### config.mk
export PLATFORM = sky130hd
export DESIGN_NAME = sse_enable_hier
export DESIGN_NICKNAME = d
export VERILOG_FILES = /design/src/rtl/sse_pkg.sv /design/src/rtl/sse_addr_decode.sv /design/src/rtl/sse_enable_regs.sv /design/src/rtl/sse_read_port.sv /design/src/rtl/sse_enable_hier.sv
export SDC_FILE = /design/constraint.sdc
export NUM_CORES = 1
export LEC_CHECK = 0
export ABC_AREA = 1
export BUFFER_PORTS_ARGS = -buffer_cell sky130_fd_sc_hd__buf_2
export CAP_MARGIN = 20
export CORE_ASPECT_RATIO = 1.1
export CORE_MARGIN = 2
export CORE_UTILIZATION = 26
export CTS_BUF_LIST = sky130_fd_sc_hd__clkbuf_4
export DETAILED_ROUTE_END_ITERATION = 8
export PLACE_DENSITY = 0.82
export SYNTH_ARGS = -nofsm -noshare
export SYNTH_HDL_FRONTEND = slang
export SYNTH_SLANG_ARGS = --single-unit
### constraint.sdc
create_clock -name clk -period 0.95 [get_ports clk]
set_input_delay 0.2375 -clock clk [delete_from_list [all_inputs] [get_ports clk]]
set_output_delay 0.2375 -clock clk [all_outputs]
set_load 0.03 [all_outputs]
### src/rtl/sse_pkg.sv
package sse_pkg;

    localparam int ENABLE_BIT = 3;
    localparam int CFG_ADDR_W = 12;

    localparam logic [CFG_ADDR_W-1:0] MACH_CFG_ADDR = 12'h30A;
    localparam logic [CFG_ADDR_W-1:0] HYP_CFG_ADDR  = 12'h60A;
    localparam logic [CFG_ADDR_W-1:0] SUP_CFG_ADDR  = 12'h10A;

    typedef enum logic [1:0] {
        SEL_NONE = 2'd0,
        SEL_MACH = 2'd1,
        SEL_HYP  = 2'd2,
        SEL_SUP  = 2'd3
    } cfg_sel_e;

    typedef struct packed {
        logic mach;
        logic hyp;
        logic sup;
    } sse_state_t;

    typedef struct packed {
        logic s;
        logic u;
        logic vs;
        logic vu;
    } sse_mode_en_t;

    // View of the stored bits as software sees them on a read.
    function automatic sse_state_t read_view(input sse_state_t st);
        sse_state_t v;
        v.mach = st.mach;
        v.hyp  = st.mach & st.hyp;
        v.sup  = st.mach & st.hyp & st.sup;
        return v;
    endfunction

    // Per-mode enables derived from the stored bits.
    function automatic sse_mode_en_t mode_enables(input sse_state_t st);
        sse_mode_en_t e;
        e.s  = st.mach;
        e.vs = st.mach & st.hyp;
        e.u  = st.mach & st.sup;
        e.vu = st.mach & st.hyp & st.sup;
        return e;
    endfunction

endpackage

### src/rtl/sse_addr_decode.sv
module sse_addr_decode
    import sse_pkg::*;
#(
    parameter int ADDR_W = 12
) (
    input  logic [ADDR_W-1:0] addr,
    output cfg_sel_e          sel
);
    always_comb begin
        if (addr == ADDR_W'(MACH_CFG_ADDR)) begin
            sel = SEL_MACH;
        end else if (addr == ADDR_W'(HYP_CFG_ADDR)) begin
            sel = SEL_HYP;
        end else if (addr == ADDR_W'(SUP_CFG_ADDR)) begin
            sel = SEL_SUP;
        end else begin
            sel = SEL_NONE;
        end
    end
endmodule

### src/rtl/sse_enable_regs.sv
module sse_enable_regs
    import sse_pkg::*;
#(
    parameter bit IMPL = 1'b1
) (
    input  logic       clk,
    input  logic       rst,
    input  logic       wr_en,
    input  cfg_sel_e   sel,
    input  logic       wbit,
    output sse_state_t st
);
    generate
        if (IMPL) begin : g_impl
            sse_state_t st_q;

            always_ff @(posedge clk) begin
                if (rst) begin
                    st_q <= '0;
                end else if (wr_en) begin
                    case (sel)
                        SEL_MACH: st_q.mach <= wbit;
                        SEL_HYP:  st_q.hyp  <= wbit & st_q.mach;
                        SEL_SUP:  st_q.sup  <= wbit & st_q.mach & st_q.hyp;
                        default:  ;
                    endcase
                end
            end

            assign st = st_q;

            p_hyp_gated_r3: assert property (@(posedge clk) disable iff (rst)
                $rose(st_q.hyp) |-> $past(st_q.mach));

            p_sup_gated_r4: assert property (@(posedge clk) disable iff (rst)
                $rose(st_q.sup) |-> ($past(st_q.mach) && $past(st_q.hyp)));

            p_hyp_write_held_r3: assert property (@(posedge clk) disable iff (rst)
                (wr_en && sel == SEL_HYP && !st_q.mach) |=> !st_q.hyp);
        end else begin : g_none
            logic unused_inputs;
            assign unused_inputs = ^{clk, rst, wr_en, sel, wbit};
            assign st = '0;
        end
    endgenerate
endmodule

### src/rtl/sse_read_port.sv
module sse_read_port
    import sse_pkg::*;
#(
    parameter int XLEN = 64
) (
    input  logic            clk,
    input  logic            rst,
    input  logic            rd_en,
    input  cfg_sel_e        sel,
    input  sse_state_t      st,
    output logic [XLEN-1:0] rdata
);
    localparam logic [XLEN-1:0] BIT_MASK = XLEN'(1) << ENABLE_BIT;

    sse_state_t      vis;
    logic            sel_bit;
    logic [XLEN-1:0] rdata_d;

    always_comb begin
        vis = read_view(st);
        case (sel)
            SEL_MACH: sel_bit = vis.mach;
            SEL_HYP:  sel_bit = vis.hyp;
            SEL_SUP:  sel_bit = vis.sup;
            default:  sel_bit = 1'b0;
        endcase
        rdata_d = '0;
        rdata_d[ENABLE_BIT] = sel_bit;
    end

    always_ff @(posedge clk) begin
        if (rst) begin
            rdata <= '0;
        end else if (rd_en) begin
            rdata <= rdata_d;
        end else begin
            rdata <= '0;
        end
    end

    p_clean_bits_r8: assert property (@(posedge clk) disable iff (rst)
        (rdata & ~BIT_MASK) == '0);

    p_idle_zero_r9: assert property (@(posedge clk) disable iff (rst)
        !rd_en |=> (rdata == '0));

    p_hyp_read_mask_r5: assert property (@(posedge clk) disable iff (rst)
        (rd_en && sel == SEL_HYP && !st.mach) |=> (rdata == '0));
endmodule

### src/rtl/sse_enable_hier.sv
module sse_enable_hier
    import sse_pkg::*;
#(
    parameter int XLEN   = 64,
    parameter int ADDR_W = 12,
    parameter bit IMPL   = 1'b1
) (
    input  logic              clk,
    input  logic              rst,
    input  logic [ADDR_W-1:0] csr_addr,
    input  logic              csr_we,
    input  logic [XLEN-1:0]   csr_wdata,
    input  logic              csr_re,
    output logic [XLEN-1:0]   csr_rdata,
    output logic              en_s,
    output logic              en_u,
    output logic              en_vs,
    output logic              en_vu
);
    cfg_sel_e     sel;
    sse_state_t   st;
    sse_mode_en_t men;
    logic         unused_wdata;

    assign unused_wdata = ^csr_wdata;

    sse_addr_decode #(.ADDR_W(ADDR_W)) u_dec (
        .addr (csr_addr),
        .sel  (sel)
    );

    sse_enable_regs #(.IMPL(IMPL)) u_regs (
        .clk   (clk),
        .rst   (rst),
        .wr_en (csr_we),
        .sel   (sel),
        .wbit  (csr_wdata[ENABLE_BIT]),
        .st    (st)
    );

    sse_read_port #(.XLEN(XLEN)) u_rd (
        .clk   (clk),
        .rst   (rst),
        .rd_en (csr_re),
        .sel   (sel),
        .st    (st),
        .rdata (csr_rdata)
    );

    assign men   = mode_enables(st);
    assign en_s  = men.s;
    assign en_u  = men.u;
    assign en_vs = men.vs;
    assign en_vu = men.vu;

    p_vu_nested_r7: assert property (@(posedge clk) disable iff (rst)
        en_vu |-> (en_vs && en_u));

    p_s_gates_all_r7: assert property (@(posedge clk) disable iff (rst)
        !en_s |-> !(en_u || en_vs || en_vu));

    p_mach_write_r2: assert property (@(posedge clk) disable iff (rst)
        (IMPL && csr_we && csr_addr == ADDR_W'(MACH_CFG_ADDR))
            |=> (en_s == $past(csr_wdata[ENABLE_BIT])));
endmodule

==> results.toml, run 1 <==
[clocking]
cts.sinks = 4
cts.clk_slew.worst_paths_ns = 0.05
cts_root_buf = "clkbuf_4"
cts_hold_buffers = 0
clkLatencyLatePin_ns = 0.24
ctsLongestPathBuffers = 2
cts_max_level = 1
cts_tree = "yes"
numCtsBuffers = 3

[detailed_routing]
vias = 573
drc = 0
initialDrtViolationCount = 13
drtAntennaViolNets = 0
via_per_inst = 3.24
routedWlPerCell_um = 6.50
wirelength_um = 1150
drt_pass1_iterations = 2

[setup_path]
critPathCaptureType = "primary output"
crit_start = "u_regs.st[2]"
r2r_start = "u_regs.st[2]"
arrival_ns = 0.88
worst-endpoint-required_ns = 0.71
r2r_slack_ns = -0.05
path_cells = "nand2_4, nor2_4, buf_6"
crit_path_start_kind = "flip-flop"
cp_max_fo = 4
slowest_stage = "dfxtp_4"
path_class = "flip-flop to primary output"
cp_slowest_stage_delay_ns = 0.36

[synth]
avgSynthCellArea_sq_um = 6.63
synth_cell_type_count = 11
ys_warn_count = 0
syn_area_sq_um = 769
synth_top_family_by_area = "buffers and inverters"
ys_seq_area_share_pct = 10.4
synthMuxAreaShare_pct = 0
ys_ff_latch = 4
synthSimpleGateAreaFrac_pct = 20.8
synthAdderAreaFrac_pct = 0
synth_xor_area_share_pct = 0
synth_compound_area_share_pct = 1.95
synth_cells = 116

[cells_and_area]
antenna_cells = 0
final_core_util_pct = 28.5
syn_to_final_growth_pct = 3.74
final_common_cell = "conb_1"
drive_above_1_share_pct = 29.9
final_cell_mix = "conb_1 (63), buf_2 (17), nand2_1 (11), inv_1 (8), nor2_1 (8)"
fin_nets = 225

[die]
ios = 148
initial_core_util_pct = 27.5
die_area_sq_mm = 0.00341
placeableCoreArea_sq_mm = 0.00280
rows = 20
die_x_um = 55.9
chipHeight_um = 61.1

[power_and_ir_drop]
total_power_uw = 819
ir_drop_mv = 0.462
power_density_mw_per_mm2 = 1030
p_leak_nw = 0.504

[timing]
period_share_pct = 117
finalSetupViolCount = 7
period_minus_slack_ns = 1.12
rsz0062_at_grt = "true"
skew_ns = 0.0132
hold_slack_ns = 0.223
hold_viol = 0
slew_viol_final = 0
layout_setup_ws_ns = -0.165
clock.fmax_ghz = 0.897

[min_path]
min_from = "rst"
hp-class = "input port to flip-flop"

[run_status]
outcome = "finished, violations left"
violations = "setup timing"

[grt]
grt_max_degree = 10
grt_pass1_vias = 381
grt-ovfl-total = 0
grt_pass1_wl_um = 1440
track_usage_pct = 5.60
antenna_found_initial = 0

[run]
drv_cap = 0

[placement]
portBuffers = 21
dpl.hpwl_um = 990
dp_slack_ns = -0.184
place_congestion = 0.713
[cell families after synthesis]
group / Yosys count
other: 1
AND/OR/NAND/NOR: 35
flip-flops: 4
buffers and inverters: 73
AO/OA/AOI/OAI: 3
[critical path: cells and delay by family, from the launching register on]
kind / cells / cell delay (ns)
buf+inv: 1 / 0.13
flops: 1 / 0.36
simple gates: 2 / 0.14
[area by class of cell]
cell class,count,area (sq um)
Multi-Input combinational cell,101,438
Tap cell,33,41.3
Clock buffer,4,30.0
Inverter,10,37.5
Fill cell,315,2000
Sequential cell,4,87.6
Timing Repair Buffer,25,164
[per-layer routing]
metal  track usage (%)  up-vias  routed length, um
met4              2.04        0                  0
met1              5.33      237                357
li1                  -      284                  -
met3              3.57        0                226
met5                 0        -                  0
met2              10.0       52                565
[worst paths after layout]
| path | end | depth (start not counted) |
|---|---|---|
| setup / recovery | en_vu | 3 |
| hold / removal | u_regs.st[2] | 2 |
| setup reg to reg | u_regs.st[0] | 6 |
| hold reg to reg | u_regs.st[0] | 2 |
[metrics by stage]
stage / setup TNS (ns) / cell area (sq um) / std cells
floorplan: -0.0400 / 1020 / 178
global placement: -0.478 / 694 / 169
detailed placement: -0.579 / 694 / 169
CTS: -0.604 / 777 / 176
global route: -0.966 / 798 / 177
finish: -0.639 / 798 / 177
[what timing repair did]
item                                    4_1_cts  5_1_grt
resized for setup                            10        6
endpoints found under the setup margin        5        8
pin swaps                                     3        1
setup buffers                                 3        1
[state kept, by name (all words and copies together), names as in the netlist]
signal      cells
u_regs.st       3
u_rd.rdata      1
[power by group]
| part | internal [mW] | switching, mW |
|---|---|---|
| combinational | 0.0314 | 0.360 |
| clock | 0.186 | 0.0757 |
| sequential | 0.166 | 0.00000635 |
| total | 0.384 | 0.435 |
[cell usage after synthesis]
library cell	instances	area share, %
buf_4	63	61
nand2_1	13	6.3
inv_1	10	4.9
nor2_1	9	4.4
nand3_1	7	4.6
dfxtp_1	4	10
a21oi_1	3	2.0
nand4_1	3	2.4
nor2_2	2	1.6
conb_1	1	0.49
nor2_4	1	1.5
(Power assumes the default switching activity.)
==> run 2: changes to the inputs <==
- BUFFER_PORTS_ARGS: -buffer_cell sky130_fd_sc_hd__buf_2 -> default
- CORE_AREA: default -> 2 2 57 59
- CORE_ASPECT_RATIO: 1.1 -> default
- CORE_MARGIN: 2 -> default
- CORE_UTILIZATION: 26 -> default
- DIE_AREA: default -> 0 0 59 61
- DONT_BUFFER_PORTS: default -> 1
- MAX_ROUTING_LAYER: default -> met4
- PLACE_DENSITY: 0.82 -> default
==> results.toml, run 2 (synthesis results as in run 1) <==
[run_status]
outcome = "finished, violations left"
violations = "setup timing"

[min_path]
hp-class = "input port to flip-flop"

[grt]
grt_pass1_wl_um = 1410
track_usage_pct = 5.70
grt-ovfl-total = 0
grt_pass1_vias = 328
grt_max_degree = 10
antenna_found_initial = 0

[placement]
place_congestion = 0.796
dp_slack_ns = -0.0804
placed_area_sq_um = 657
dpl.hpwl_um = 980
dp_cells = 152
portBuffers = 0

[clocking]
cts_hold_buffers = 0
clkLatencyLatePin_ns = 0.24
cts.sinks = 4
cts_tree = "yes"
ctsLongestPathBuffers = 2
numCtsBuffers = 3
cts.clk_slew.worst_paths_ns = 0.04
cts_max_level = 1
cts_root_buf = "clkbuf_4"

[detailed_routing]
drc = 0
vias = 527
drt_pass1_iterations = 4
drtAntennaViolNets = 0
via_per_inst = 3.27
initialDrtViolationCount = 13
routedWlPerCell_um = 6.99
wirelength_um = 1130

[timing]
finalSetupViolCount = 7
fin_tns_setup_ns = -0.822
clock.fmax_ghz = 0.883
period_minus_slack_ns = 1.13
slew_viol_final = 0
rsz0062_at_grt = "true"
period_share_pct = 119
skew_ns = 0.00570
hold_viol = 0
layout_setup_ws_ns = -0.183

[cells_and_area]
stdcell_area_sq_um = 747
drive_above_1_share_pct = 20.3
final.fill_count = 337
largest_register_ffs = 3
final_common_cell = "conb_1"
antenna_cells = 0
fin_nets = 209
multiInputGateArea_sq_um = 434
fin_cells = 161
area.sequential_sq_um = 87.6
syn_to_final_growth_pct = -2.93
final_cell_mix = "conb_1 (63), nand2_1 (11), inv_1 (8), nor2_1 (8), nand3_1 (6)"

[die]
die_x_um = 59
placeableCoreArea_sq_mm = 0.00295
die_area_sq_mm = 0.00360
initial_core_util_pct = 26.1
rows = 20
ios = 148
chipHeight_um = 61

[power_and_ir_drop]
ir_drop_mv = 0.564
power_density_mw_per_mm2 = 1050
total_power_uw = 786
p_leak_nw = 0.447

[setup_path]
worst-endpoint-required_ns = 0.71
critPathCaptureType = "primary output"
path_class = "flip-flop to primary output"
arrival_ns = 0.90
cp_max_fo = 4
crit_path_start_kind = "flip-flop"

[run]
drv_cap = 0
-- run 2: critical path: stages (launching register included) --
cell,delay [ns]
dfxtp_4,0.36
nand2_4,0.05
nor2_4,0.11
buf_12,0.13
-- run 2: area by class of cell --
type | instances | area share [%]
multi-input combinational | 101 | 58.1
clock buffer | 4 | 4.02
tap | 33 | 5.53
sequential | 4 | 11.7
timing repair buffer | 9 | 15.6
inverter | 10 | 5.03
-- run 2: final timing paths --
check                                   from            to  slack, ns  depth (start not counted)
worst max-delay path            u_regs.st[2]         en_vu      -0.18                          3
worst min-delay path                     rst  u_regs.st[2]       0.05                          1
worst max register to register  u_regs.st[2]  u_regs.st[0]      -0.08                          6
worst min register to register  u_regs.st[0]  u_regs.st[0]       0.47                          2
-- run 2: repair_timing --
item                       4_1_cts  5_1_grt
setup endpoints to repair        5        7
buffers inserted                 3        2
resized for setup                5        4
pin swaps                        2        4
-- run 2: power breakdown --
group          internal (mW)  leakage, nW  switching [mW]
clock network          0.187       0.0184          0.0819
logic                0.00903        0.394           0.342
registers              0.166       0.0346      0.00000679
-- run 2: per-stage QoR --
step	hold WS, ns	utilization (%)
global route	0.0312	25.3
detailed placement	0.300	22.2
CTS	0.0395	24.3
floorplan	0.297	-
finish	0.0494	25.3
global placement	0.303	22.2
-- run 2: layer usage --
layer  vias up  GRT usage (%)  share of wire (%)
li1        255              -                  -
met1       219           5.84                 34
met2        51           9.37                 51
met3         2           2.35                 15
met4         0           2.92               0.18
met5         -              -                  0
